--- src/rtl/srf_pkg.sv ---
package srf_pkg;
    typedef enum logic [2:0] {
        S_IDLE,
        S_PRECHARGE,
        S_ENTER,
        S_IN_SR_MIN,
        S_IN_SR,
        S_EXIT_WAIT,
        S_ERROR_RESP
    } srf_state_e;

    // {cs_n, ras_n, cas_n, we_n}
    localparam logic [3:0] CMD_NOP  = 4'b0111;
    localparam logic [3:0] CMD_PRE  = 4'b0010;
    localparam logic [3:0] CMD_SREF = 4'b0001;
endpackage

--- src/rtl/srf_timer.sv ---
module srf_timer #(
    parameter int W = 8
) (
    input  logic         clk,
    input  logic         rst_n,
    input  logic         load,
    input  logic [W-1:0] val,
    output logic         done
);
    logic [W-1:0] count_q;

    always_ff @(posedge clk or negedge rst_n) begin
        if (!rst_n) begin
            count_q <= '0;
        end else if (load) begin
            count_q <= val;
        end else if (count_q != '0) begin
            count_q <= count_q - 1'b1;
        end
    end

    assign done = (count_q == '0);
endmodule

--- src/rtl/srf_outdec.sv ---
module srf_outdec
    import srf_pkg::*;
(
    input  srf_state_e  state,
    input  logic        tmr_done,
    output logic        cke,
    output logic [3:0]  cmd,
    output logic        a10,
    output logic        sr_active,
    output logic        acc_ready,
    output logic        bus_err,
    output logic        busy
);
    always_comb begin
        cke       = 1'b1;
        cmd       = CMD_NOP;
        a10       = 1'b0;
        sr_active = 1'b0;
        acc_ready = 1'b0;
        bus_err   = 1'b0;
        busy      = 1'b1;
        unique case (state)
            S_IDLE: begin
                acc_ready = 1'b1;
                busy      = 1'b0;
            end
            S_PRECHARGE: begin
                cmd = CMD_PRE;
                a10 = 1'b1;
            end
            S_ENTER: begin
                cke = !tmr_done;
                cmd = tmr_done ? CMD_SREF : CMD_NOP;
            end
            S_IN_SR_MIN, S_IN_SR: begin
                cke       = 1'b0;
                sr_active = 1'b1;
            end
            S_ERROR_RESP: begin
                cke       = 1'b0;
                sr_active = 1'b1;
                bus_err   = 1'b1;
            end
            S_EXIT_WAIT: begin
                cke = 1'b1;
            end
            default: begin
                cke = 1'b1;
            end
        endcase
    end
endmodule

--- src/rtl/srf_sequencer.sv ---
module srf_sequencer
    import srf_pkg::*;
#(
    parameter int CNT_W   = 8,
    parameter int RD_EXIT = 200
) (
    input  logic             clk,
    input  logic             rst_n,
    input  logic             sr_req,
    input  logic             clk_off,
    input  logic             acc_valid,
    input  logic             acc_is_read,
    input  logic [CNT_W-1:0] cfg_trp,
    input  logic [CNT_W-1:0] cfg_tras,
    input  logic [CNT_W-1:0] cfg_txsnr,
    output logic             cke,
    output logic [3:0]       cmd,
    output logic             a10,
    output logic             sr_active,
    output logic             acc_ready,
    output logic             bus_err,
    output logic             busy
);
    // Timer loads hold the wait length minus one, because a timer load
    // also consumes the first cycle of the wait.
    localparam logic [CNT_W-1:0] RD_LD = CNT_W'(RD_EXIT - 1);

    function automatic logic [CNT_W-1:0] len_to_ld(input logic [CNT_W-1:0] v);
        return (v == '0) ? '0 : v - 1'b1;
    endfunction

    srf_state_e       state_q, state_d;
    logic             tmr_load;
    logic [CNT_W-1:0] tmr_val;
    logic             tmr_done;

    always_ff @(posedge clk or negedge rst_n) begin
        if (!rst_n) state_q <= S_IDLE;
        else        state_q <= state_d;
    end

    always_comb begin
        state_d  = state_q;
        tmr_load = 1'b0;
        tmr_val  = '0;
        unique case (state_q)
            S_IDLE:
                if (sr_req) state_d = S_PRECHARGE;
            S_PRECHARGE: begin
                tmr_load = 1'b1;
                tmr_val  = len_to_ld(cfg_trp);
                state_d  = S_ENTER;
            end
            S_ENTER:
                if (tmr_done) begin
                    tmr_load = 1'b1;
                    tmr_val  = len_to_ld(cfg_tras);
                    state_d  = S_IN_SR_MIN;
                end
            S_IN_SR_MIN:
                if (tmr_done) state_d = S_IN_SR;
            S_IN_SR:
                if (acc_valid) begin
                    if (clk_off) begin
                        state_d = S_ERROR_RESP;
                    end else begin
                        tmr_load = 1'b1;
                        tmr_val  = acc_is_read ? RD_LD : len_to_ld(cfg_txsnr);
                        state_d  = S_EXIT_WAIT;
                    end
                end
            S_ERROR_RESP:
                state_d = S_IN_SR;
            S_EXIT_WAIT:
                if (tmr_done) state_d = S_IDLE;
            default:
                state_d = S_IDLE;
        endcase
    end

    srf_timer #(.W(CNT_W)) u_timer (
        .clk   (clk),
        .rst_n (rst_n),
        .load  (tmr_load),
        .val   (tmr_val),
        .done  (tmr_done)
    );

    srf_outdec u_outdec (
        .state     (state_q),
        .tmr_done  (tmr_done),
        .cke       (cke),
        .cmd       (cmd),
        .a10       (a10),
        .sr_active (sr_active),
        .acc_ready (acc_ready),
        .bus_err   (bus_err),
        .busy      (busy)
    );
endmodule

--- config.mk ---
export PLATFORM = sky130hd
export DESIGN_NAME = srf_sequencer
export DESIGN_NICKNAME = d
export VERILOG_FILES = /design/src/rtl/srf_pkg.sv /design/src/rtl/srf_timer.sv /design/src/rtl/srf_outdec.sv /design/src/rtl/srf_sequencer.sv
export SDC_FILE = /design/constraint.sdc
export NUM_CORES = 1
export LEC_CHECK = 0
export BUFFER_PORTS_ARGS = -buffer_cell sky130_fd_sc_hd__buf_2
export CAP_MARGIN = 10
export CORE_ASPECT_RATIO = 0.9
export CORE_MARGIN = 1.5
export CORE_UTILIZATION = 40
export CTS_CLUSTER_SIZE = 28
export DETAILED_ROUTE_END_ITERATION = 12
export PLACE_DENSITY = 0.67
export RECOVER_POWER = 25
export SKIP_LAST_GASP = 1
export SLEW_MARGIN = 40
export SYNTH_ARGS = -nofsm -noshare
export SYNTH_HDL_FRONTEND = slang
export SYNTH_HIERARCHICAL = 1
export SYNTH_SLANG_ARGS = --single-unit
--- constraint.sdc ---
create_clock -name clk -period 5.29 [get_ports clk]
set_clock_uncertainty 0.1 [all_clocks]
set_input_delay 0.7935 -clock clk [delete_from_list [all_inputs] [get_ports clk]]
set_output_delay 0.7935 -clock clk [all_outputs]
set_load 0.01 [all_outputs]
==> results of run 1 <==
[cells in the mapped netlist (2+ instances only)]
cell       n
inv_1     15
a21oi_1   12
dfrtp_1   11
xnor2_1   11
nand2_1   10
o21ai_0   10
nor3_1     8
nor2_1     7
o221ai_1   7
ha_1       6
nor3b_1    6
nor4_1     6
o31ai_1    6
nand3_1    4
a31oi_1    3
mux2i_1    3
or3_1      3
a2111o_1   2
a21o_1     2
a41o_1     2
buf_2      2
nand2b_1   2
nor2b_1    2
o22ai_1    2
or3b_2     2
or4_1      2
[registers in the layout, summed over array words and instances (netlist names)]
register / count
state_q: 3
u_timer/count_q: 8
[worst paths after layout]
check / startpoint / endpoint / slack [ns]
max in group asynchronous: rst_n / u_timer/count_q[2] / 4.28
worst max register to register: u_timer/count_q[0] / u_timer/count_q[6] / 2.14
worst min-delay path: rst_n / u_timer/count_q[3] / 0.43
worst max-delay path: u_timer/count_q[0] / cke / 1.85
min in group clk: u_timer/count_q[7] / u_timer/count_q[7] / 0.53
worst min register to register: u_timer/count_q[7] / u_timer/count_q[7] / 0.53
[cell usage in the layout, fill, tap and decap left out, types with 3 or more instances in the layout]
cell      Yosys  layout
buf_2         2      37
dfrtp_1      11      11
xnor2_1      11      11
a21oi_1      12      12
nor2_1        7       7
nor4_1        6       6
a31oi_1       3       3
clkbuf_8      0       3
o21ai_0      10      10
inv_1        15      15
nor3_1        8       8
nand2_1      10      10
o221ai_1      7       7
nor3b_1       6       6
o31ai_1       6       6
or3_1         3       3
nand3_1       4       4
mux2i_1       3       3
ha_1          6       6
[worst register-to-register path, delay by kind of cell (launching register included)]
family	cells	cell delay, ns
simple gates	5	1.83
flops	1	0.41
compound gates	1	0.14
buf+inv	2	0.30
fa+ha+maj	1	0.23
[logic make-up (layout without fill, tap and decap cells)]
logic type / Yosys count / count (layout) / share of synthesized area, %
compound gates: 56 / 56 / 27.96
xor+xnor: 12 / 12 / 7.527
fa+ha+maj: 6 / 6 / 5.376
buf+inv: 22 / 58 / 6.809
flops: 11 / 11 / 19.71
mux: 4 / 4 / 2.957
other cells: 1 / 1 / 0.2686
simple gates: 65 / 65 / 29.39
[stage by stage]
stage	std cells	area, µm²	total power, µW	hold slack (ns)
floorplan	177	1396	358.4	0.3979
global route	257	1650	562.1	0.4847
detailed placement	253	1607	429.7	0.5137
CTS	257	1652	513.0	0.3233
finish	257	1650	513.2	0.4335
global placement	253	1607	430.2	0.5233
[routing by layer]
metal / GRT usage (%) / up-vias
li1: - / 751
met1: 26.45 / 664
met2: 31.63 / 45
met3: 1.711 / 5
met4: 4.464 / 0
met5: 0 / -
[final cells by class]
class	instances	area, µm²	share of cell area [%]
Timing Repair Buffer	38	188.9	11.45
Multi-Input combinational cell	144	1026	62.17
Inverter	16	60.06	3.639
Sequential cell	11	275.3	16.68
Tap cell	44	55.05	3.336
Clock buffer	4	45.04	2.729
[power by group through the flow]
stage          Clock (µW)  Combinational [µW]  Sequential (µW)
3_5_place_dp            0                 241              189
5_1_grt              86.5                 277              199
4_1_cts              83.3                 242              187
3_3_place_gp            0                 242              188
2_1_floorplan           0                 195              163
6_report             81.9                 243              188
==> results.txt, run 1 <==
pwr dens - 311.0 nW/µm²
final core occ - 49.22%
row cnt - 20
synth warn - 6
number of synthesized flops with an enable pin - 0
TritonRoute pass-1 iters - 4
die area - 3855 µm²
CTS Buf Count - 3
Wirelength per Cell - 13.36 µm
initial DRC count - 104
Min-Delay Path Class - in2async
root buf cell - clkbuf_8
Max Clk Rate - 290.8 MHz
Initial Util - 41.64%
share of cells above drive strength 1 - 23.47%
vias per inst - 5.700
core area - 3353 µm²
crit-path max FO - 9
sequential share of power - 36.7%
drt drc - 0
critical path class - reg2out
P_leak - 0.0006649 µW
Critical Path Source Type - register
Worst slew margin - 51.21%
Routed WL - 3434 µm
Gate power share - 47.3%
Final nets - 250
CP Cell Sequence - inv_1 > ha_1 > or3b_1 > nor2_1 > o21ai_0 > mux2_2 > buf_2
Final Hold Fails - 0
Max Cap Viol - 0
routed length on met3 - 173 µm
synth unique cells - 57
IO buf count - 38
fillcell total - 371
switching power - 218.1 µW
CTS H-tree depth - 1
hold buffers post-CTS - 0
pre-CTS setup slack - 2.110 ns
CTS tree - yes
post-synthesis register bit count - 11
FF-to-FF path depth - 9
post-synthesis cell count - 177
Final Slew Violations - 0
Max stage delay on crit path - 0.53 ns
I/O Pins - 40
Max rail drop VDD - 0.1281 mV
GRT overflow - 0
required time of the critical path - 4.40 ns
share of the synthesized area in the top cell type - 19.71%
Switching Share - 42.49%
postcts setup bufs - 0
clock latency on the worst-skew pair - 0.23 ns
RSZ-0062 raised after global routing - false
CTS sink cnt - 11
CP delay by family, top - simple AND/OR/NAND/NOR gates
vias in the first global route - 1314
M1 WL - 1629 µm
syn_nets - 213
Seq/Total Area, Yosys - 19.71%
Final WS setup - 1.851 ns
status - completed
setup_tns - 0 ns
buffer and inverter count on the worst path - 2
Clock power frac - 16.0%
Max stage delay cell, worst path - nor2_1
antenna cells - 0
min Tclk post-route - 3.439 ns
antenna violations before repair - 0
Synth area leaders - dfrtp_1 (20%), xnor2_1 (6.9%), ha_1 (5.4%), o221ai_1 (4.4%), a21oi_1 (4.3%)
Synth Area per Inst - 7.889 µm²
post-cts resize count - 0
Chip Height - 59.05 µm
Final Cycle Share - 65.01%
Final Setup Violations - 0
Tightest Pin Transition - 0.7252 ns
critical path depth - 7
metal2 WL - 1602 µm
GRT Overall Usage - 18.84%
area leader, netlist - dfrtp_1
Arrival @ worst endpoint - 2.55 ns
Area Overhead vs Synth - 18.19%
main flop type after synthesis - dfrtp_1
vias post-DR - 1465
largest net degree at the start of global routing - 19
CP Capture Type - output pin
DP HPWL - 2774 µm
Clock transition at path regs - 0.05 ns
Pint - 295.2 µW
die width - 65.28 µm
max layer used - met4
Post-DRT Antenna Nets - 0
routability cong. - 0.8445
Netlist Area Pre-Place - 1396 µm²
FFs w/ async S/R, synth - 100.0%
clock buffer depth - 2
first-pass GRT wire length - 5747 µm
Note: power is estimated with default switching activity, not from simulation.
==> run 2, diff against run 1 <==
Clock period 5.29 ns to 3.4 ns, I/O delays scaled along.
==> run 2 against run 1 <==
  * Core utilization grew 0.45 points
  * Clock-buffer cell count is the same
  * Design area rose by 0.91%
  * Critical path depth is 1 higher
  * Sequential share of layout area decreased by 0.15 points
  * Global-route usage is 0.39 points higher
  * Hold slack lost 0.29 ns
  * Routed wire length grew 4.3%
  * Largest cell class unchanged
==> results.txt, run 2 (synthesis gave the netlist of run 1 again) <==
Final Slew Violations - 0 (unchanged)
min Tclk post-route - 2.843 ns
post-cts resize count - 0 (unchanged)
clock buffer depth - 2 (unchanged)
core area - 3353 µm² (unchanged)
final cell count without fillers - 259 (+0.78%)
TritonRoute pass-1 iters - 4 (unchanged)
CP Cell Sequence - inv_1 > ha_1 > or3b_1 > nor2_1 > buf_4 > o21ai_0 > mux2_2 > buf_2
CTS Buf Count - 3 (unchanged)
commonest cells after routing, fill and taps aside - buf_2 (37), inv_1 (15), a21oi_1 (12), xnor2_1 (11), dfrtp_1 (11)
Pint - 462.4 µW (+57%)
P_leak - 0.0006758 µW (+1.6%)
required time of the critical path - 2.79 ns (-1.61 ns)
IO buf count - 38 (unchanged)
die width - 65.28 µm (unchanged)
Max stage delay on crit path - 0.47 ns (-0.06 ns)
Switching Share - 42.88% (+0.39 points)
critical path class - reg2out
DP HPWL - 2823 µm (+1.8%)
Max stage delay cell, worst path - or3b_1
max layer used - met4
Routed WL - 3582 µm (+4.3%)
buffer and inverter count on the worst path - 3 (+1)
routed length on met3 - 188 µm (+8.7%)
CTS H-tree depth - 1 (unchanged)
status - completed
initial DRC count - 86 (-17%)
Max rail drop VDD - 0.1471 mV (+15%)
vias post-DR - 1520 (+3.8%)
GRT overflow - 0 (unchanged)
Initial Util - 41.64% (unchanged)
metal2 WL - 1599 µm (-0.19%)
max reg flops - 8 (unchanged)
CP delay by family, top - simple AND/OR/NAND/NOR gates
vias in the first global route - 1312 (-0.15%)
M1 WL - 1732 µm (+6.3%)
antenna violations before repair - 0 (unchanged)
largest net degree at the start of global routing - 19 (unchanged)
Chip Height - 59.05 µm (unchanged)
Area Overhead vs Synth - 19.27%
Wirelength per Cell - 13.83 µm (+3.5%)
Max Cap Viol - 0 (unchanged)
clock latency on the worst-skew pair - 0.24 ns (about the same)
Final Cycle Share - 83.62%
Largest regs - u_timer/count_q x8, state_q x3
Final Hold Fails - 0 (unchanged)
Critical Path Source Type - register
Post-DRT Antenna Nets - 0 (unchanged)
number of cells after detailed placement - 255 (+0.79%)
share of cells above drive strength 1 - 24.19% (+0.71 points)
Worst slew margin - 49.82% (-1.4 points)
Clock power frac - 16.0% (about the same)
sequential share of power - 36.6% (about the same)
Gate power share - 47.4% (about the same)
Final nets - 252 (+0.80%)
Min-Delay Path Class - in2async
I/O Pins - 40 (unchanged)
Arrival @ worst endpoint - 2.23 ns (-0.32 ns)
Top reg by flops - u_timer/count_q
setup_tns - 0 ns (unchanged)
hold buffers post-CTS - 0 (unchanged)
drt drc - 0 (unchanged)
CTS tree - yes
die area - 3855 µm² (unchanged)
pwr dens - 486.0 nW/µm² (+56%)
Max Clk Rate - 351.7 MHz
root buf cell - clkbuf_8
RSZ-0062 raised after global routing - false
row cnt - 20 (unchanged)
Tightest Pin Transition - 0.7458 ns (+0.02068 ns)
GRT Overall Usage - 19.23% (+0.39 points)
postcts setup bufs - 0 (unchanged)
antenna cells - 0 (unchanged)
CP Capture Type - output pin
Final Setup Violations - 0 (unchanged)
vias per inst - 5.869 (+3.0%)
fillcell total - 350 (-5.7%)
commonest non-fill, non-tap cell in the layout - buf_2
CTS sink cnt - 11 (unchanged)
switching power - 347.1 µW (+59%)
Clock transition at path regs - 0.05 ns (about the same)
first-pass GRT wire length - 5830 µm (+1.4%)
crit-path max FO - 9 (unchanged)
routability cong. - 0.8698 (+3.0%)
-- run 2: per-stage QoR --
stage	util, %	cell area (µm²)	total power [µW]	hold WS [ns]	setup slack [ns]
global route	49.66	1665	876.4	0.1918	0.4091
floorplan	-	1396	557.6	0.1144	0.7881
detailed placement	48.36	1622	674.1	0.2918	0.7382
CTS	49.70	1667	807.5	0.04352	0.5629
finish	49.66	1665	809.4	0.1454	0.5570
global placement	48.36	1622	668.2	0.2899	0.8297
-- run 2: path summary, 6_finish.rpt --
check,startpoint,to,slack [ns],cells past startpoint
max,u_timer/count_q[0],cke,0.56,8
min,rst_n,u_timer/count_q[5],0.15,1
max reg2reg,u_timer/count_q[0],u_timer/count_q[7],0.69,10
min reg2reg,u_timer/count_q[7],u_timer/count_q[6],0.54,2
max in group asynchronous,rst_n,u_timer/count_q[1],2.67,1
min in group clk,clk_off,state_q[1],0.44,3
-- run 2: final cells by class --
type	instances	area [µm²]	share of cell area (%)
inverter	16	60.06	3.606
tap	44	55.05	3.306
clock buffer	4	45.04	2.705
timing repair buffer	40	203.9	12.25
multi-input combinational	144	1026	61.61
sequential	11	275.3	16.53
-- run 2: power groups by stage --
stage	Combinational [µW]	Clock, µW	Sequential (µW)
floorplan	304	0	254
global placement	375	0	293
detailed placement	380	0	294
CTS	382	131	295
global route	426	140	311
finish	384	129	296
-- run 2: metal layers --
layer  vias to the layer above  track usage (%)
met4                         0            7.143
li1                        756                -
met5                         -                0
met3                         9            1.901
met2                        51            31.34
met1                       704            26.63
==> run 3, diff against run 2 <==
Settings changed: ABC_AREA set to 1, PLACE_DENSITY 0.67 to 0.69.
Clock period 3.4 ns to 2.3 ns, I/O delays scaled along.
==> run 3 against run 2 <==
  * First-iteration DRC count rose by 22%
  * Core utilization hardly changed
  * Hold slack better by 0.18 ns
  * Die area increased by 9.0%
  * Total power increased by 120%
  * Register-to-register slack lost 0.44 ns
  * Setup slack worse by 0.39 ns
  * Critical endpoint is now cmd[2]
  * Largest power group unchanged
  * Highest routed layer unchanged
==> results.txt, run 3 <==
status - completed
CTS tree - yes
Final Slew Violations - 0 (unchanged)
top post-synthesis cells by count - nand2_1 (72), nand3_1 (39), inv_1 (37), nor2_1 (35), dfrtp_1 (11)
most frequent cell after synthesis - nand2_1
CTS sink cnt - 11 (unchanged)
vias post-DR - 1726 (+14%)
Max rail drop VDD - 0.3110 mV (+110%)
share of the synthesized area in the top cell type - 18.00% (-1.7 points)
CP Capture Type - output pin
share of cells above drive strength 1 - 22.80% (-1.4 points)
Tightest Pin Transition - 0.6051 ns (-0.1407 ns)
post-synthesis register bit count - 11 (unchanged)
Final nets - 344 (+37%)
Max stage delay on crit path - 0.38 ns (-0.09 ns)
core area - 3679 µm² (+9.7%)
Area Overhead vs Synth - 19.56%
syn_nets - 301 (+41%)
area leader, netlist - dfrtp_1
Max stage delay cell, worst path - dfrtp_1
postcts setup bufs - 0 (unchanged)
CTS H-tree depth - 1 (unchanged)
I/O Pins - 40 (unchanged)
final core occ - 49.69% (about the same)
commonest cells after routing, fill and taps aside - nand2_1 (72), nand3_1 (39), inv_1 (37), buf_2 (37), nor2_1 (35)
post-synthesis cell count - 265 (+50%)
Largest regs - u_timer/count_q x8, state_q x3
final cell count without fillers - 353 (+36%)
Clock transition at path regs - 0.05 ns (about the same)
Min-Delay Path Class - in2reg
Seq/Total Area, Yosys - 18.00% (-1.7 points)
drt drc - 0 (unchanged)
Final Cycle Share - 92.65%
number of synthesized flops with an enable pin - 0 (unchanged)
IO buf count - 38 (unchanged)
Netlist Area Pre-Place - 1529 µm² (+9.5%)
commonest non-fill, non-tap cell in the layout - nand2_1
vias per inst - 4.890 (-17%)
max reg flops - 8 (unchanged)
vias in the first global route - 1491 (+14%)
pwr dens - 979.0 nW/µm² (+100%)
Synth area leaders - dfrtp_1 (18%), nand2_1 (18%), nand3_1 (13%), inv_1 (9.1%), nor2_1 (8.6%)
antenna violations before repair - 0 (unchanged)
first-pass GRT wire length - 6182 µm (+6.0%)
Wirelength per Cell - 10.29 µm (-26%)
Initial Util - 41.56% (-0.077 points)
Post-DRT Antenna Nets - 0 (unchanged)
most frequent CP cell - inv_1
Max Cap Viol - 0 (unchanged)
Max Clk Rate - 469.3 MHz
fillcell total - 428 (+22%)
setup_tns - 0 ns (unchanged)
clock buffer depth - 2 (unchanged)
critical path class - reg2out
die area - 4203 µm² (+9.0%)
synth warn - 6 (unchanged)
CP Cell Sequence - inv_1 > ha_2 > nand2_4 > nor2_8 > nand2_1 > inv_1 > nand2_2 > nand2_1 > inv_1 > buf_2
Synth Area per Inst - 5.770 µm² (-27%)
min Tclk post-route - 2.131 ns
main flop type after synthesis - dfrtp_1
Arrival @ worst endpoint - 1.69 ns (-0.54 ns)
RSZ-0062 raised after global routing - false
number of cells after detailed placement - 348 (+36%)
initial DRC count - 105 (+22%)
largest net degree at the start of global routing - 12 (-7)
die width - 68.17 µm (+4.4%)
Final Setup Violations - 0 (unchanged)
crit-path max FO - 5 (-4)
Critical Path Source Type - register
root buf cell - clkbuf_8
synth unique cells - 28 (-51%)
DP HPWL - 3002 µm (+6.3%)
clock latency on the worst-skew pair - 0.25 ns (about the same)
CP delay by family, top - simple AND/OR/NAND/NOR gates
total power - 1790 µW (+120%)
Routed WL - 3634 µm (+1.5%)
antenna cells - 0 (unchanged)
FFs w/ async S/R, synth - 100.0% (unchanged)
GRT Overall Usage - 19.43% (+0.20 points)
Worst slew margin - 59.66% (+9.8 points)
GRT overflow - 0 (unchanged)
row cnt - 21 (+5.0%)
routability cong. - 0.8664 (-0.39%)
P_leak - 0.0009917 µW (+47%)
CTS Buf Count - 3 (unchanged)
TritonRoute pass-1 iters - 4 (unchanged)
Top reg by flops - u_timer/count_q
required time of the critical path - 1.86 ns (-0.93 ns)
buffer and inverter count on the worst path - 4 (+1)
Chip Height - 61.65 µm (+4.4%)
Final Hold Fails - 0 (unchanged)
==> run 3: cell count changes in the layout (fill, tap and decap cells not counted), moves of 7 or more <==
| cell | before | now |
|---|---|---|
| nor3_1 | 8 | 0 |
| inv_1 | 15 | 37 |
| o221ai_1 | 7 | 0 |
| nor2_2 | 0 | 8 |
| nor2_1 | 7 | 35 |
| nand3_1 | 4 | 39 |
| nand2_1 | 10 | 72 |
| a21oi_1 | 12 | 5 |
==> run 3: tightest hold or removal path, stage by stage <==
cell and delay, ns:
buf_2 0.10, o22ai_1 0.07, nand2_1 0.06, o21ai_1 0.05
==> run 3: kinds of logic after synthesis <==
group	Yosys count	share of synthesized area (%)
and+or+nand+nor	171	51.80
buffers and inverters	43	10.88
AOI/OAI and AO/OA	25	9.574
DFF	11	18.00
xor gates and xnor gates	8	4.583
adders and majority gates	6	4.910
other	1	0.2453
==> run 3: repair_timing <==
action                                 CTS  global route
gates resized for setup                  0             1
hold buffers                             1             0
setup endpoints to repair                0             2
endpoints found under the hold margin   11             0
==> run 3: area by class of cell <==
class / count / area (µm²) / share of cell area [%]
Sequential cell: 11 / 275.3 / 15.06
Timing Repair Buffer: 40 / 206.4 / 11.29
Tap cell: 46 / 57.56 / 3.149
Inverter: 41 / 153.9 / 8.419
Multi-Input combinational cell: 211 / 1090 / 59.62
Clock buffer: 4 / 45.04 / 2.464
==> run 3: per-layer routing <==
layer / wire length (µm) / vias up / track usage [%]
li1: - / 918 / -
met1: 1730 / 750 / 25.75
met2: 1651 / 49 / 32.45
met3: 138 / 9 / 0.7313
met4: 113 / 0 / 10.00
met5: 0 / - / 0
==> run 3: path summary, 6_finish.rpt <==
check | from | to | slack (ns) | cells past startpoint
worst max-delay path | u_timer/count_q[0] | cmd[2] | 0.17 | 10
worst min-delay path | clk_off | state_q[0] | 0.32 | 4
worst max register to register | u_timer/count_q[0] | u_timer/count_q[0] | 0.25 | 12
worst min register to register | u_timer/count_q[1] | u_timer/count_q[1] | 0.47 | 2
max in group asynchronous | rst_n | u_timer/count_q[1] | 1.19 | 2
min in group asynchronous | rst_n | u_timer/count_q[2] | 0.51 | 2
==> run 3: power by group <==
| part | total (µW) | leakage, µW | switching, µW | internal [µW] |
|---|---|---|---|---|
| logic | 1160 | 0.000832 | 716 | 445 |
| registers | 422 | 0.000137 | 129 | 293 |
| clock network | 207 | 0.0000228 | 84.3 | 123 |
| total | 1790 | 0.000992 | 930 | 860 |
==> run 3: through the flow <==
step	instance area, µm²	hold WS (ns)	setup WS, ns
4_1_cts	1827	0.3221	0.08692
3_3_place_gp	1772	0.1302	0.2553
2_1_floorplan	1529	-0.05059	0.4160
5_1_grt	1828	0.3595	0.05206
3_5_place_dp	1772	0.1329	0.1867
6_report	1828	0.3230	0.1690
